**src/rtl/rnd_pkg.sv**
```systemverilog
package rnd_pkg;
  typedef enum logic [1:0] {
    RM_NEAREST = 2'b00,
    RM_ZERO    = 2'b01,
    RM_POS_INF = 2'b10,
    RM_NEG_INF = 2'b11
  } rnd_mode_e;

  localparam int GR_BITS = 2;
endpackage

```
**src/rtl/rnd_rst_sync.sv**
```systemverilog
module rnd_rst_sync (
  input  logic clk,
  input  logic arst_n,
  output logic rst_n_sync
);
  logic [1:0] stage_q;

  always_ff @(posedge clk or negedge arst_n) begin
    if (!arst_n) stage_q <= 2'b00;
    else         stage_q <= {stage_q[0], 1'b1};
  end

  assign rst_n_sync = stage_q[1];
endmodule

```
**src/rtl/rnd_decide.sv**
```systemverilog
module rnd_decide
  import rnd_pkg::*;
(
  input  logic      sign,
  input  logic      guard,
  input  logic      rnd,
  input  logic      sticky,
  input  logic      lsb,
  input  rnd_mode_e mode,
  output logic      inc,
  output logic      inexact
);
  always_comb begin
    inexact = guard | rnd | sticky;
    inc     = 1'b0;
    if (inexact) begin
      unique case (mode)
        RM_NEAREST: inc = guard & (rnd | sticky | lsb);
        RM_ZERO:    inc = 1'b0;
        RM_POS_INF: inc = ~sign;
        RM_NEG_INF: inc = sign;
        default:    inc = 1'b0;
      endcase
    end
  end
endmodule

```
**src/rtl/rnd_incr.sv**
```systemverilog
module rnd_incr #(
  parameter int WIDTH = 26
) (
  input  logic [WIDTH-1:0] a,
  input  logic             inc,
  output logic [WIDTH-1:0] sum
);
  logic [WIDTH-1:0] carry;

  assign carry[0] = inc;

  for (genvar i = 0; i < WIDTH; i++) begin : g_bit
    assign sum[i] = a[i] ^ carry[i];
    if (i < WIDTH - 1) begin : g_carry
      assign carry[i+1] = a[i] & carry[i];
    end
  end
endmodule

```
**src/rtl/mant_round_unit.sv**
```systemverilog
module mant_round_unit
  import rnd_pkg::*;
#(
  parameter int MANT_W = 26
) (
  input  logic              clk,
  input  logic              rst_n,
  input  logic              in_valid,
  input  logic              in_sign,
  input  logic [MANT_W-1:0] in_mant,
  input  logic              in_sticky,
  input  logic [1:0]        in_mode,
  output logic              out_valid,
  output logic [MANT_W-1:0] out_mant,
  output logic              out_rounded_up,
  output logic              out_inexact
);
  localparam int KEEP_W = MANT_W - GR_BITS;

  logic              rst_s_n;
  logic [MANT_W-1:0] shifted;
  logic [MANT_W-1:0] summed;
  logic              dec_inc;
  logic              dec_inexact;

  logic              valid_d, valid_q;
  logic [MANT_W-1:0] mant_d, mant_q;
  logic              up_d, up_q;
  logic              inex_d, inex_q;

  rnd_rst_sync u_rst_sync (
    .clk        (clk),
    .arst_n     (rst_n),
    .rst_n_sync (rst_s_n)
  );

  assign shifted = {{GR_BITS{1'b0}}, in_mant[MANT_W-1:GR_BITS]};

  rnd_decide u_decide (
    .sign    (in_sign),
    .guard   (in_mant[1]),
    .rnd     (in_mant[0]),
    .sticky  (in_sticky),
    .lsb     (in_mant[GR_BITS]),
    .mode    (rnd_mode_e'(in_mode)),
    .inc     (dec_inc),
    .inexact (dec_inexact)
  );

  rnd_incr #(.WIDTH(MANT_W)) u_incr (
    .a   (shifted),
    .inc (dec_inc),
    .sum (summed)
  );

  // next-state
  always_comb begin
    valid_d = in_valid;
    mant_d  = mant_q;
    up_d    = up_q;
    inex_d  = inex_q;
    if (in_valid) begin
      mant_d = summed;
      up_d   = dec_inc;
      inex_d = dec_inexact;
    end
  end

  // registers
  always_ff @(posedge clk or negedge rst_s_n) begin
    if (!rst_s_n) begin
      valid_q <= 1'b0;
      mant_q  <= '0;
      up_q    <= 1'b0;
      inex_q  <= 1'b0;
    end else begin
      valid_q <= valid_d;
      mant_q  <= mant_d;
      up_q    <= up_d;
      inex_q  <= inex_d;
    end
  end

  assign out_valid      = valid_q;
  assign out_mant       = mant_q;
  assign out_rounded_up = up_q;
  assign out_inexact    = inex_q;

  // value equals shifted input plus the reported increment
  a_r1_value: assert property (@(posedge clk) disable iff (!rst_s_n)
    out_valid |-> out_mant ==
      ({{GR_BITS{1'b0}}, $past(in_mant[MANT_W-1:GR_BITS])} + MANT_W'(out_rounded_up)));

  a_r2_exact: assert property (@(posedge clk) disable iff (!rst_s_n)
    (out_valid && $past(in_mant[1:0]) == 2'b00 && !$past(in_sticky))
      |-> (!out_inexact && !out_rounded_up));

  a_r3_inexact: assert property (@(posedge clk) disable iff (!rst_s_n)
    (out_valid && ($past(in_mant[1:0]) != 2'b00 || $past(in_sticky))) |-> out_inexact);

  a_r5_toward_zero: assert property (@(posedge clk) disable iff (!rst_s_n)
    (out_valid && $past(in_mode) == 2'b01) |-> !out_rounded_up);

  a_r6_pos_inf_sign: assert property (@(posedge clk) disable iff (!rst_s_n)
    (out_valid && $past(in_mode) == 2'b10 && $past(in_sign)) |-> !out_rounded_up);

  a_r7_neg_inf_sign: assert property (@(posedge clk) disable iff (!rst_s_n)
    (out_valid && $past(in_mode) == 2'b11 && !$past(in_sign)) |-> !out_rounded_up);

  a_r8_up_needs_inexact: assert property (@(posedge clk) disable iff (!rst_s_n)
    out_rounded_up |-> out_inexact);

  a_r9_valid_follows: assert property (@(posedge clk) disable iff (!rst_s_n)
    out_valid |-> $past(in_valid));

  a_r9_hold: assert property (@(posedge clk) disable iff (!rst_s_n)
    !$past(in_valid) |-> ($stable(out_mant) && $stable(out_rounded_up) && $stable(out_inexact)));

  initial begin
    a_r1_width: assert (MANT_W >= 3 && KEEP_W >= 1);
  end
endmodule

```
**config.mk**
```make
export PLATFORM = sky130hd
export DESIGN_NAME = mant_round_unit
export DESIGN_NICKNAME = d
export VERILOG_FILES = /design/src/rtl/rnd_pkg.sv /design/src/rtl/rnd_rst_sync.sv /design/src/rtl/rnd_decide.sv /design/src/rtl/rnd_incr.sv /design/src/rtl/mant_round_unit.sv
export SDC_FILE = /design/constraint.sdc
export NUM_CORES = 1
export LEC_CHECK = 0
export ABC_CLOCK_PERIOD_IN_PS = 1100
export BUFFER_PORTS_ARGS = -buffer_cell sky130_fd_sc_hd__buf_2
export CAP_MARGIN = 25
export CORE_ASPECT_RATIO = 0.75
export CORE_MARGIN = 2
export CORE_UTILIZATION = 48
export CTS_BUF_LIST = sky130_fd_sc_hd__clkbuf_16
export CTS_CLUSTER_SIZE = 8
export DETAILED_ROUTE_END_ITERATION = 6
export GPL_TIMING_DRIVEN = 0
export PLACE_DENSITY_LB_ADDON = 0.05
export SYNTH_ARGS = -nofsm -noshare
export SYNTH_HDL_FRONTEND = slang
export SYNTH_HIERARCHICAL = 1
export SYNTH_SLANG_ARGS = --single-unit
```
**constraint.sdc**
```tcl
create_clock -name clk -period 1.1 [get_ports clk]
set_input_delay 0.165 -clock clk [delete_from_list [all_inputs] [get_ports clk]]
set_output_delay 0.165 -clock clk [all_outputs]
set_load 0.005 [all_outputs]
```
======== Word-level counts from Yosys, hierarchy flattened ========
Index checks and enable logic that the tools add are counted.
storage, ports and cells
  flip-flop bits (word level) ............. 30
  input port bits ......................... 33
  output and inout port bits .............. 29
  word-level logic and storage cells ...... 65
operators by class
  eq/ne operators ......................... 3
  muxes and demuxes ....................... 2
  bitwise gates (word level) .............. 54
  reductions and logical operators ........ 1
operators with widths
  kind                count
  $and 1x1->1         25
  $xor 1x1->1         24
  $eq 2x2->1 const B  2
  $or 1x1->1          4
  $pmux 1 s4          1
  $eq 2x1->1 const B  1
  $logic_not 2->1     1
  $mux 1              1
  $not 1->1           1

======== Logic depth before layout (Yosys ltp) ========
Gate-level depths: netlist of run 1.
  depth after elaboration ................. 29
  depth in mapped cells ................... 30
  mapped depth without buffers ............ 30

======== Hierarchy ========
The synthesis of run 1 kept the hierarchy.
by module, submodules not included
  module           instances  cells an instance  area an instance (um^2)  seq. area each (um^2)
  mant_round_unit  1          61                 1171.1                   725.7
  rnd_incr         1          26                 321.6                    0.0
  rnd_rst_sync     1          3                  53.8                     50.0
  rnd_decide       1          7                  40.0                     0.0

======== Worst setup path after synthesis of run 1 ========
OpenSTA, ideal clock, no wires.
  path kind ............................... input to register
  start ................................... input in_mant[0]
  end ..................................... register mant_q[24] (netlist: out_mant[24])
  library setup time ...................... 0.125 ns
  data arrival time ....................... 5.212 ns
  required time ........................... 0.975 ns
  setup slack ............................. -4.238 ns
  cell stages on the path ................. 29
  path buffers ............................ 0
  path through ............................ or2_1 > a21oi_1 > nor3_1 > ha_1 > ha_1 > ha_1 > ha_1 > ha_1 > ha_1 > ha_1 > ha_1 > ha_1 > ha_1 > ha_1 > ha_1 > ha_1 > ha_1 > ha_1 > ha_1 > ha_1 > ha_1 > ha_1 > ha_1 > ha_1 > ha_1 > ha_1 > ha_1 > ha_1 > mux2_4
between the ends
  cells in the longest elaborated chain, start to end .. 29
  elaborated cells on any way between the ends .. 31
  classes of those cells .................. mux (2); bitwise (29)
RTL lines
  what                           line                   text
  from (decl)                    mant_round_unit.sv:10  input logic [MANT_W-1:0] in_mant,
  $or 1x1->1 (2 in a row)        rnd_decide.sv:18       RM_NEAREST: inc = guard & (rnd | sticky | lsb);
  $and 1x1->1                    rnd_decide.sv:18
  $pmux 1 s4                     rnd_decide.sv:17       unique case (mode)
  $mux 1 (*)                     rnd_decide.sv:16       if (inexact) begin
  named net dec_inc              mant_round_unit.sv:23  logic dec_inc;
  $and 1x1->1 (*) (24 in a row)  rnd_incr.sv:15         assign carry[i+1] = a[i] & carry[i];
  named net summed[24]           mant_round_unit.sv:22  logic [MANT_W-1:0] summed;
  to (signal assigned)           mant_round_unit.sv:78  mant_q <= mant_d;
  to (decl)                      mant_round_unit.sv:27  logic [MANT_W-1:0] mant_d, mant_q;
Mark *: on every way through the listed nets, which the timed path passes. The rest lies on a longest branch.
A chain may end at the register's enable or synchronous reset.

======== Final worst setup path of run 1 ========
  start ................................... input in_sticky
  end ..................................... register mant_q[24] (netlist: out_mant[24])
between the ends
  cells in the longest elaborated chain, start to end .. 29
  elaborated cells on any way between the ends .. 30
  classes of those cells .................. mux (2); bitwise (28)
RTL lines
  what                           line                   text
  from (decl)                    mant_round_unit.sv:11  input logic in_sticky,
  $or 1x1->1 (2 in a row)        rnd_decide.sv:18
  $and 1x1->1                    rnd_decide.sv:18
  $pmux 1 s4                     rnd_decide.sv:17
  $mux 1 (*)                     rnd_decide.sv:16
  named net dec_inc              mant_round_unit.sv:23
  $and 1x1->1 (*) (24 in a row)  rnd_incr.sv:15
  named net summed[24]           mant_round_unit.sv:22
Marks and branches as above.

==> summary.json, run 1 <==
{
  "max_clock_freq": {"value": 0.2103, "unit": "GHz"},
  "cts.htree.levels": {"value": 2},
  "synth.avg_cell_area": {"value": 16.36, "unit": "um2"},
  "grt_overflow_total": {"value": 0},
  "die_h": {"value": 53.79, "unit": "um"},
  "rsz0062_at_grt": {"value": "true"},
  "cp_max_fo": {"value": 2},
  "viasPerCell": {"value": 4.877},
  "endpoint_kind": {"value": "flop"},
  "grt_first_pass_wirelength": {"value": 4981, "unit": "um"},
  "worstMarginPinSlew": {"value": 0.7323, "unit": "ns"},
  "path_clk_slew": {"value": 0.05, "unit": "ns"},
  "gp_congestion": {"value": 0.6953},
  "insertion_delay": {"value": 0.27, "unit": "ns"},
  "yosysWarningCount": {"value": 6},
  "post-dp-hpwl": {"value": 2310, "unit": "um"},
  "hold_end": {"value": "out_valid"},
  "report.final.slew_viol_count": {"value": 0},
  "drive_above_1_share": {"value": 77.19, "unit": "%"},
  "seq_area": {"value": 775.7, "unit": "um2"},
  "stdcell_area": {"value": 2514, "unit": "um2"},
  "ant_nets_after_route": {"value": 0},
  "first_pass_iters": {"value": 4},
  "drcViolationCount": {"value": 0},
  "setup.worst_path.start_class": {"value": "input port"},
  "antenna_found_initial": {"value": 0},
  "crit-reg2reg-capture": {"value": "out_mant[24]"},
  "grt_pass1_vias": {"value": 1050},
  "reg2reg_slack": {"value": 0.27, "unit": "ns"},
  "cts_tree": {"value": "built"},
  "finish.cell_count_without_fillers": {"value": 211},
  "timing.hold.worst.start": {"value": "in_valid"},
  "critical_path.reg2reg.startpoint": {"value": "u_rst_sync/stage_q[1]"},
  "final.hold.worst_slack": {"value": 0.02638, "unit": "ns"},
  "final.setup_skew": {"value": 0.002086, "unit": "ns"},
  "worst_path_largest_cell_delay": {"value": 0.26, "unit": "ns"},
  "core": {"value": 3221, "unit": "um2"},
  "min-delay-path-class": {"value": "in2reg"},
  "maxSlewHeadroom": {"value": 51.18, "unit": "%"},
  "filler_cells": {"value": 195},
  "io-pin-count": {"value": 62},
  "placedCellCount": {"value": 200},
  "violated_checks": {"value": "setup timing"},
  "synth_simple_gate_area_share": {"value": 1.656, "unit": "%"},
  "cts_buffer_depth": {"value": 2},
  "whs_path_depth": {"value": 1},
  "multi_input_comb_area": {"value": 1122, "unit": "um2"},
  "status": {"value": "complete, but fails checks"},
  "starting_utilization_of_the_core_area": {"value": 49.26, "unit": "%"},
  "routed-via-count": {"value": 1029},
  "final_hold_vio_count": {"value": 0},
  "p_leak": {"value": 1.197, "unit": "nW"},
  "reported_max_cap_violation_count": {"value": 0},
  "power.density": {"value": 1265, "unit": "nW/um2"},
  "timing.critical_path.mode_cell": {"value": "sky130_fd_sc_hd__ha_4"},
  "clock-root-buffer": {"value": "sky130_fd_sc_hd__clkbuf_16"},
  "netlist_area": {"value": 1587, "unit": "um2"},
  "full_die_area": {"value": 3786, "unit": "um2"},
  "crit_arrival": {"value": 4.91, "unit": "ns"},
  "layout.cells.most_common": {"value": "sky130_fd_sc_hd__buf_2"},
  "die_x": {"value": 70.39, "unit": "um"},
  "synth-compound-area-share": {"value": 0.3155, "unit": "%"},
  "post_synth_inst_count": {"value": 97},
  "worst_ep_required_time": {"value": 1.25, "unit": "ns"},
  "cts_sinks": {"value": 31},
  "r2r.worst_path.cells": {"value": 1},
  "largest_net_degree_at_the_start_of_global_routing": {"value": 16},
  "fin_crit": {"value": 4.755, "unit": "ns"},
  "antennaDiodeCount": {"value": 0},
  "top_library_cells_by_usage_in_the_layout_fill_and_taps_aside": {"value": "sky130_fd_sc_hd__buf_2, sky130_fd_sc_hd__dfrtp_1, sky130_fd_sc_hd__mux2_4"},
  "synth_top_family_by_area": {"value": "multiplexers"},
  "muxShareOfSynthArea": {"value": 24.61, "unit": "%"},
  "yosysUniqueCellTypes": {"value": 14},
  "fin_crit_sh": {"value": 432.3, "unit": "%"},
  "ys_seq_elements": {"value": 31},
  "portion_of_the_post_synthesis_area_used_by_sequential_elements": {"value": 48.90, "unit": "%"},
  "layout-area-overhead-vs-synth": {"value": 58.44, "unit": "%"},
  "num_rows": {"value": 18},
  "synth_xor_area_share": {"value": 1.104, "unit": "%"},
  "route.detailed.wl_per_inst": {"value": 14.90, "unit": "um"},
  "buffers_added_on_ports": {"value": 61},
  "drt-total-wl": {"value": 3143, "unit": "um"},
  "tritoncts.num_buffers": {"value": 5},
  "setup_viol_count_final": {"value": 25},
  "placed_cell_area": {"value": 2282, "unit": "um2"},
  "finalNetCount": {"value": 228},
  "finalWorstSetupSlack": {"value": -3.655, "unit": "ns"},
  "critPathSlowestCell": {"value": "sky130_fd_sc_hd__or2_4"},
  "detail_route.iter0.violations": {"value": 14},
  "synth_adder_area_share": {"value": 19.72, "unit": "%"},
  "critical_path_class": {"value": "in2reg"},
  "ir_worst_vdd": {"value": 986.6, "unit": "uV"},
  "total_global_routing_track_utilization": {"value": 18.04, "unit": "%"}
}
## sequential cells by signal, indices dropped and copies added (netlist names)
signal	flops
out_mant	26
out_valid	1
out_rounded_up	1
out_inexact	1
u_rst_sync/stage_q	2
## metrics by stage
| step | setup WS (ns) | setup TNS (ns) | total power (W) | util, % |
|---|---|---|---|---|
| detailed placement | -4.105 | -54.97 | 0.001907 | 70.86 |
| finish | -3.655 | -45.18 | 0.003181 | 78.05 |
| CTS | -3.662 | -45.10 | 0.003221 | 77.23 |
| global placement | -3.993 | -56.93 | 0.001866 | 70.01 |
| floorplan | -3.864 | -52.30 | 0.001637 | - |
| global route | -3.732 | -46.33 | 0.003339 | 78.05 |
## report_power, final
| group | switching, W | internal [W] | leakage (nW) |
|---|---|---|---|
| sequential | 0.0000747 | 0.00126 | 0.361 |
| combinational | 0.000216 | 0.000367 | 0.760 |
| clock | 0.000447 | 0.000814 | 0.0762 |
| total | 0.000737 | 0.00244 | 1.20 |
## what timing repair did
item                       4_1_cts  5_1_grt
pin swaps                        3        1
hold endpoints to repair         2        0
hold buffers                     1        0
setup endpoints to repair       25       25
gates resized for setup          9        4
buffers inserted                 1        1
## worst max-delay path: cells and delay by family
| family | cells | cell delay (ns) |
|---|---|---|
| AO/OA/AOI/OAI | 1 | 0.15 |
| multiplexers | 1 | 0.25 |
| AND/OR/NAND/NOR | 2 | 0.33 |
| adder cells (fa/ha/maj) | 25 | 3.89 |
| buffers and inverters | 1 | 0.09 |
## area by class of cell
cell class,instances,area share (%)
clock buffer,5,4.978
clock inverter,3,0.4978
sequential,31,30.86
timing repair buffer,65,14.98
buffer,3,2.041
multi-input combinational,64,44.65
tap,40,1.991
## logic make-up after synthesis
group / count (synthesis)
mux: 28
buf+inv: 3
compound gates: 1
other cells: 2
fa+ha+maj: 25
xor+xnor: 2
simple gates: 5
flops: 31
## cells in the mapped netlist
library cell              count  area share, %
sky130_fd_sc_hd__conb_1       2           0.47
sky130_fd_sc_hd__a21oi_1      1           0.32
sky130_fd_sc_hd__or3_1        1           0.39
sky130_fd_sc_hd__dfrtp_1     31             49
sky130_fd_sc_hd__xnor2_1      1           0.55
sky130_fd_sc_hd__mux2_4      20             19
sky130_fd_sc_hd__mux2_2       8            5.7
sky130_fd_sc_hd__nand2_1      1           0.24
sky130_fd_sc_hd__ha_1        25             20
sky130_fd_sc_hd__nor3_1       2           0.63
sky130_fd_sc_hd__buf_12       2            2.5
sky130_fd_sc_hd__buf_6        1           0.71
sky130_fd_sc_hd__or2_1        1           0.39
sky130_fd_sc_hd__xor2_1       1           0.55
## layer usage
metal / vias up / routed length, um / track usage (%)
met3: 6 / 217 / 5.243
li1: 490 / - / -
met1: 493 / 1282 / 20.93
met2: 40 / 1602 / 31.60
met4: 0 / 42 / 8.654
met5: - / 0 / 0
## worst max path at each step
| stage | startpoint | endpoint | slack, ns |
|---|---|---|---|
| 2_1_floorplan | in_sticky | out_mant[25] | -3.86 |
| 3_3_place_gp | in_sticky | out_mant[24] | -3.99 |
| 3_5_place_dp | in_sticky | out_mant[24] | -4.10 |
| 4_1_cts | in_sticky | out_mant[24] | -3.66 |
| 5_1_grt | in_sticky | out_mant[24] | -3.73 |
| 6_report | in_sticky | out_mant[24] | -3.66 |
Note: power is estimated with default switching activity, not from simulation.
==> inputs of run 2 (changes only) <==
- CTS_BUF_LIST: sky130_fd_sc_hd__clkbuf_16 -> unset
==> run 2 against run 1 <==
Net effect: the flow still finishes with violations (setup timing); via count is 0.78% higher; final cell count stayed put; sequential cell count did not move; non-clock buffer count did not move; critical path depth did not move; register-to-register slack gained 0.02 ns; sequential power is essentially flat; setup slack lost 0.0079 ns; routed wire length decreased by 2.1%; core utilization fell by 2.3 points; sequential share of layout area increased by 0.92 points; clock-buffer cell count rose by 2.
==> summary.json, run 2 (synthesis gave the netlist of run 1 again) <==
{
  "status": {"value": "complete, but fails checks"},
  "violated_checks": {"value": "setup timing"},
  "crit_arrival": {"value": 4.93, "unit": "ns"},
  "route.detailed.wl_per_inst": {"value": 14.58, "unit": "um"},
  "path_clk_slew": {"value": 0.06, "unit": "ns"},
  "starting_utilization_of_the_core_area": {"value": 49.26, "unit": "%"},
  "power.sequential.fraction": {"value": 48.5, "unit": "%"},
  "layout-area-overhead-vs-synth": {"value": 53.86, "unit": "%"},
  "worst_path_largest_cell_delay": {"value": 0.26, "unit": "ns"},
  "report.final.slew_viol_count": {"value": 0},
  "die_x": {"value": 70.39, "unit": "um"},
  "crit_path_end": {"value": "out_mant[24]"},
  "maxSlewHeadroom": {"value": 52.76, "unit": "%"},
  "reg2reg_slack": {"value": 0.29, "unit": "ns"},
  "grt_first_pass_wirelength": {"value": 4885, "unit": "um"},
  "ir_worst_vdd": {"value": 807.4, "unit": "uV"},
  "cts_buffer_depth": {"value": 2},
  "cts_sinks": {"value": 31},
  "share_clk_of_total_power": {"value": 30.6, "unit": "%"},
  "endpoint_kind": {"value": "flop"},
  "max_clock_freq": {"value": 0.2099, "unit": "GHz"},
  "flip_flop_count_of_the_largest_register_all_copies_and_words_added": {"value": 26},
  "reported_max_cap_violation_count": {"value": 0},
  "setup.worst_path.start_class": {"value": "input port"},
  "viasPerCell": {"value": 4.915},
  "post-dp-hpwl": {"value": 2310, "unit": "um"},
  "fin_crit": {"value": 4.763, "unit": "ns"},
  "gp_congestion": {"value": 0.6953},
  "drt-total-wl": {"value": 3077, "unit": "um"},
  "top_library_cells_by_usage_in_the_layout_fill_and_taps_aside": {"value": "sky130_fd_sc_hd__buf_2, sky130_fd_sc_hd__dfrtp_1, sky130_fd_sc_hd__mux2_4"},
  "critical_path.reg2reg.startpoint": {"value": "u_rst_sync/stage_q[1]"},
  "largest_net_degree_at_the_start_of_global_routing": {"value": 16},
  "layout.cells.most_common": {"value": "sky130_fd_sc_hd__buf_2"},
  "io-pin-count": {"value": 62},
  "cts.htree.levels": {"value": 2},
  "timing.critical_path.mode_cell": {"value": "sky130_fd_sc_hd__ha_4"},
  "first_pass_iters": {"value": 4},
  "critPathSlowestCell": {"value": "sky130_fd_sc_hd__or2_4"},
  "worst_ep_required_time": {"value": 1.26, "unit": "ns"},
  "fin_crit_sh": {"value": 433.0, "unit": "%"},
  "timing.critical_path.from": {"value": "in_sticky"},
  "switching_part_of_the_total_power": {"value": 24.87, "unit": "%"},
  "rsz0062_at_grt": {"value": "true"},
  "min-delay-path-class": {"value": "in2async"},
  "insertion_delay": {"value": 0.28, "unit": "ns"},
  "power.share.combinational": {"value": 20.8, "unit": "%"},
  "grt_pass1_vias": {"value": 1042},
  "routed-via-count": {"value": 1037},
  "buffers_added_on_ports": {"value": 61},
  "antennaDiodeCount": {"value": 0},
  "power.total": {"value": 0.002748, "unit": "W"},
  "power.density": {"value": 1126, "unit": "nW/um2"},
  "final_hold_vio_count": {"value": 0},
  "grt_overflow_total": {"value": 0},
  "cts_tree": {"value": "built"},
  "antenna_found_initial": {"value": 0},
  "finalWorstSetupSlack": {"value": -3.663, "unit": "ns"},
  "num_rows": {"value": 18},
  "stdcell_area": {"value": 2441, "unit": "um2"},
  "drcViolationCount": {"value": 0},
  "tritoncts.num_buffers": {"value": 5},
  "p_switching": {"value": 0.0006834, "unit": "W"},
  "setup_viol_count_final": {"value": 24},
  "worstMarginPinSlew": {"value": 0.7086, "unit": "ns"},
  "critical_path_class": {"value": "in2reg"},
  "internal-power": {"value": 0.002065, "unit": "W"},
  "r2r.worst_path.cells": {"value": 1},
  "placed_cell_area": {"value": 2282, "unit": "um2"},
  "clock-root-buffer": {"value": "sky130_fd_sc_hd__clkbuf_8"},
  "full_die_area": {"value": 3786, "unit": "um2"},
  "total_global_routing_track_utilization": {"value": 17.99, "unit": "%"},
  "crit-reg2reg-capture": {"value": "out_mant[25]"},
  "p_leak": {"value": 1.150, "unit": "nW"},
  "finalNetCount": {"value": 228},
  "drive_above_1_share": {"value": 75.44, "unit": "%"},
  "ant_nets_after_route": {"value": 0},
  "final.setup_skew": {"value": 0.002728, "unit": "ns"},
  "final_util": {"value": 75.80, "unit": "%"},
  "die_h": {"value": 53.79, "unit": "um"},
  "cp_max_fo": {"value": 2},
  "detail_route.iter0.violations": {"value": 7},
  "core": {"value": 3221, "unit": "um2"},
  "final.hold.worst_slack": {"value": 0.2125, "unit": "ns"}
}
## run 2: worst min path at each step
| stage | slack (ns) | to | cells past startpoint | start |
|---|---|---|---|---|
| after floorplan | -0.13 | u_rst_sync/stage_q[0] | 0 | rst_n |
| after global placement | -0.05 | u_rst_sync/stage_q[0] | 1 | rst_n |
| after detailed placement | -0.05 | u_rst_sync/stage_q[1] | 1 | rst_n |
| after CTS | 0.01 | out_valid | 1 | in_valid |
| after global routing | 0.20 | u_rst_sync/stage_q[1] | 2 | rst_n |
| final | 0.21 | u_rst_sync/stage_q[0] | 2 | rst_n |
## run 2: timing repair
item	4_1_cts	5_1_grt
hold buffers	1	1
hold endpoints to repair	2	1
gates resized for setup	8	1
setup buffers	1	0
pin swaps	3	1
setup endpoints to repair	25	25
## run 2: per-stage QoR
stage | cells | setup slack (ns) | TNS [ns]
final | 211 | -3.663 | -45.21
after floorplan | 98 | -3.864 | -52.30
after global placement | 199 | -3.993 | -56.93
after detailed placement | 200 | -4.105 | -54.97
after global routing | 211 | -3.725 | -46.09
after CTS | 210 | -3.651 | -44.80
## run 2: routing by layer
layer	share of wire [%]	wire, um	track usage, %
met3	6.9	212	8.052
met4	0.75	23	6.731
met1	43	1315	21.02
met2	50	1525	29.87
met5	0	0	0
## run 2: final cells by class
cell class / instances / area [um2]
sequential: 31 / 775.7
clock inverter: 1 / 5.005
multi-input combinational: 64 / 1107
timing repair buffer: 65 / 375.4
clock buffer: 7 / 76.32
tap: 40 / 50.05
fill: 203 / 779.5
buffer: 3 / 51.30
## run 2: power by group through the flow
stage	Clock, W	Sequential (W)	Combinational, W
2_1_floorplan	0	0.00136	0.000273
3_3_place_gp	0	0.00135	0.000512
3_5_place_dp	0	0.00135	0.000553
4_1_cts	0.000874	0.00134	0.000578
5_1_grt	0.000953	0.00135	0.000625
6_report	0.000842	0.00133	0.000572
## run 2: critical path: cells and delay by family
kind / cells / cell delay, ns
fa+ha+maj: 25 / 3.91
compound gates: 1 / 0.14
simple gates: 2 / 0.33
buf+inv: 1 / 0.09
mux: 1 / 0.25
==> inputs of run 3 (changes only) <==
- CORE_UTILIZATION: 48 -> 43
==> run 3 against run 2 <==
Net effect: the flow still finishes with violations (setup timing); total power is 4.1% higher; sequential cell count did not move; cell area increased by 0.82%; clock skew grew 0.00064 ns; register-to-register slack gained 0.03 ns; die area up 11%; combinational power about the same; core utilization is 7.2 points lower; via count is 1.6% lower; sequential share of layout area down 0.26 points.
==> summary.json, run 3 (synthesis gave the netlist of run 1 again) <==
{
  "status": {"value": "complete, but fails checks"},
  "violated_checks": {"value": "setup timing"},
  "grt_first_pass_wirelength": {"value": 4823, "unit": "um"},
  "worst_ep_required_time": {"value": 1.26, "unit": "ns"},
  "antennaDiodeCount": {"value": 0},
  "critical_path_class": {"value": "in2reg"},
  "io-pin-count": {"value": 62},
  "power.total": {"value": 0.002861, "unit": "W"},
  "routed-via-count": {"value": 1020},
  "power.density": {"value": 1162, "unit": "nW/um2"},
  "drcViolationCount": {"value": 0},
  "die_x": {"value": 74.14, "unit": "um"},
  "worst_path_largest_cell_delay": {"value": 0.26, "unit": "ns"},
  "cts.htree.levels": {"value": 2},
  "first_pass_iters": {"value": 4},
  "largest_net_degree_at_the_start_of_global_routing": {"value": 23},
  "finalNetCount": {"value": 227},
  "core": {"value": 3590, "unit": "um2"},
  "drive_above_1_share": {"value": 77.06, "unit": "%"},
  "filler_cells": {"value": 258},
  "final.setup_skew": {"value": 0.003373, "unit": "ns"},
  "crit_arrival": {"value": 4.89, "unit": "ns"},
  "layout-area-overhead-vs-synth": {"value": 55.13, "unit": "%"},
  "fin_crit": {"value": 4.735, "unit": "ns"},
  "detail_route.iter0.violations": {"value": 15},
  "gp_congestion": {"value": 0.7148},
  "insertion_delay": {"value": 0.27, "unit": "ns"},
  "critPathSlowestCell": {"value": "sky130_fd_sc_hd__or2_4"},
  "cts_buffer_depth": {"value": 2},
  "reported_max_cap_violation_count": {"value": 0},
  "cell_family_with_the_largest_share_of_critical_path_delay": {"value": "adder cells"},
  "rsz0062_at_grt": {"value": "true"},
  "critical_path.n_buffers_inverters": {"value": 1},
  "ir_worst_vdd": {"value": 884.8, "unit": "uV"},
  "drt-total-wl": {"value": 2938, "unit": "um"},
  "setup.worst_path.start_class": {"value": "input port"},
  "final_hold_vio_count": {"value": 0},
  "post-dp-hpwl": {"value": 2310, "unit": "um"},
  "antenna_found_initial": {"value": 0},
  "fin_crit_sh": {"value": 430.4, "unit": "%"},
  "timing.critical_path.mode_cell": {"value": "sky130_fd_sc_hd__ha_4"},
  "path_clk_slew": {"value": 0.06, "unit": "ns"},
  "clock-root-buffer": {"value": "sky130_fd_sc_hd__clkbuf_8"},
  "min-delay-path-class": {"value": "in2reg"},
  "num_rows": {"value": 19},
  "die_h": {"value": 56.61, "unit": "um"},
  "cts_tree": {"value": "built"},
  "starting_utilization_of_the_core_area": {"value": 44.20, "unit": "%"},
  "report.final.slew_viol_count": {"value": 0},
  "total_global_routing_track_utilization": {"value": 15.75, "unit": "%"},
  "ant_nets_after_route": {"value": 0},
  "top_library_cells_by_usage_in_the_layout_fill_and_taps_aside": {"value": "sky130_fd_sc_hd__buf_2, sky130_fd_sc_hd__dfrtp_1, sky130_fd_sc_hd__mux2_4"},
  "tritoncts.num_buffers": {"value": 5},
  "grt_overflow_total": {"value": 0},
  "timing.setup.tns": {"value": -44.72, "unit": "ns"},
  "viasPerCell": {"value": 4.595},
  "buffers_added_on_ports": {"value": 61},
  "layout.cells.most_common": {"value": "sky130_fd_sc_hd__buf_2"},
  "flip_flop_count_of_the_largest_register_all_copies_and_words_added": {"value": 26},
  "p_leak": {"value": 1.154, "unit": "nW"},
  "finalWorstSetupSlack": {"value": -3.635, "unit": "ns"},
  "route.detailed.wl_per_inst": {"value": 13.23, "unit": "um"},
  "setup_viol_count_final": {"value": 24},
  "full_die_area": {"value": 4197, "unit": "um2"},
  "cp_max_fo": {"value": 2},
  "cts_sinks": {"value": 31},
  "grt_pass1_vias": {"value": 1055},
  "max_clock_freq": {"value": 0.2112, "unit": "GHz"},
  "endpoint_kind": {"value": "flop"}
}
-- run 3: path summary, 6_finish.rpt --
path / startpoint / to / slack, ns / cells past startpoint
setup / recovery: in_mant[0] / out_mant[24] / -3.63 / 30
hold / removal: in_valid / out_valid / 0.02 / 1
setup reg to reg: out_mant[19] / out_mant[19] / 0.32 / 1
hold reg to reg: u_rst_sync/stage_q[1] / out_valid / 0.17 / 0
max in group asynchronous: u_rst_sync/stage_q[1] / out_mant[23] / 0.48 / 1
min in group asynchronous: u_rst_sync/stage_q[1] / out_valid / 0.17 / 0
-- run 3: final cells by class --
cell class	instances	area (um2)	area share (%)
repair buffers	64	359.1	14.59
multi-input cells	64	1110	45.09
well taps	52	65.06	2.644
clock buffers	8	100.1	4.067
flip-flops and latches	31	775.7	31.52
plain buffers	3	51.30	2.084
-- run 3: routing by layer --
| layer | vias to the layer above | track usage, % | part of all wire [%] |
|---|---|---|---|
| li1 | 486 | - | - |
| met1 | 489 | 20.19 | 46 |
| met2 | 40 | 25.13 | 46 |
| met3 | 5 | 5.386 | 7.0 |
| met4 | 0 | 4.675 | 1.1 |
| met5 | - | 0 | 0 |
-- run 3: timing repair --
| action | in CTS | in global routing |
|---|---|---|
| hold endpoints to repair | 2 | 0 |
| pin swaps | 6 | 0 |
| gates cloned | 0 | 0 |
| buffers inserted | 0 | 1 |
| resized for setup | 6 | 3 |
| setup endpoints to repair | 25 | 25 |
| hold buffers | 1 | 0 |
-- run 3: metrics by stage --
step / utilization [%] / cell area (um2) / setup WS, ns / hold slack, ns / std cells
after CTS: 68.04 / 2442 / -3.638 / 0.01677 / 221
after global routing: 68.56 / 2461 / -3.717 / 0.01114 / 222
after floorplan: - / 1899 / -3.864 / -0.1306 / 98
after global placement: 63.23 / 2270 / -3.991 / -0.04908 / 211
final: 68.56 / 2461 / -3.635 / 0.02486 / 222
after detailed placement: 63.99 / 2297 / -4.051 / -0.04949 / 212
-- run 3: power breakdown --
part | total [W] | switching (W) | internal [W]
logic | 0.000571 | 0.000212 | 0.000359
registers | 0.00133 | 0.0000683 | 0.00126
clock network | 0.000962 | 0.000392 | 0.000570
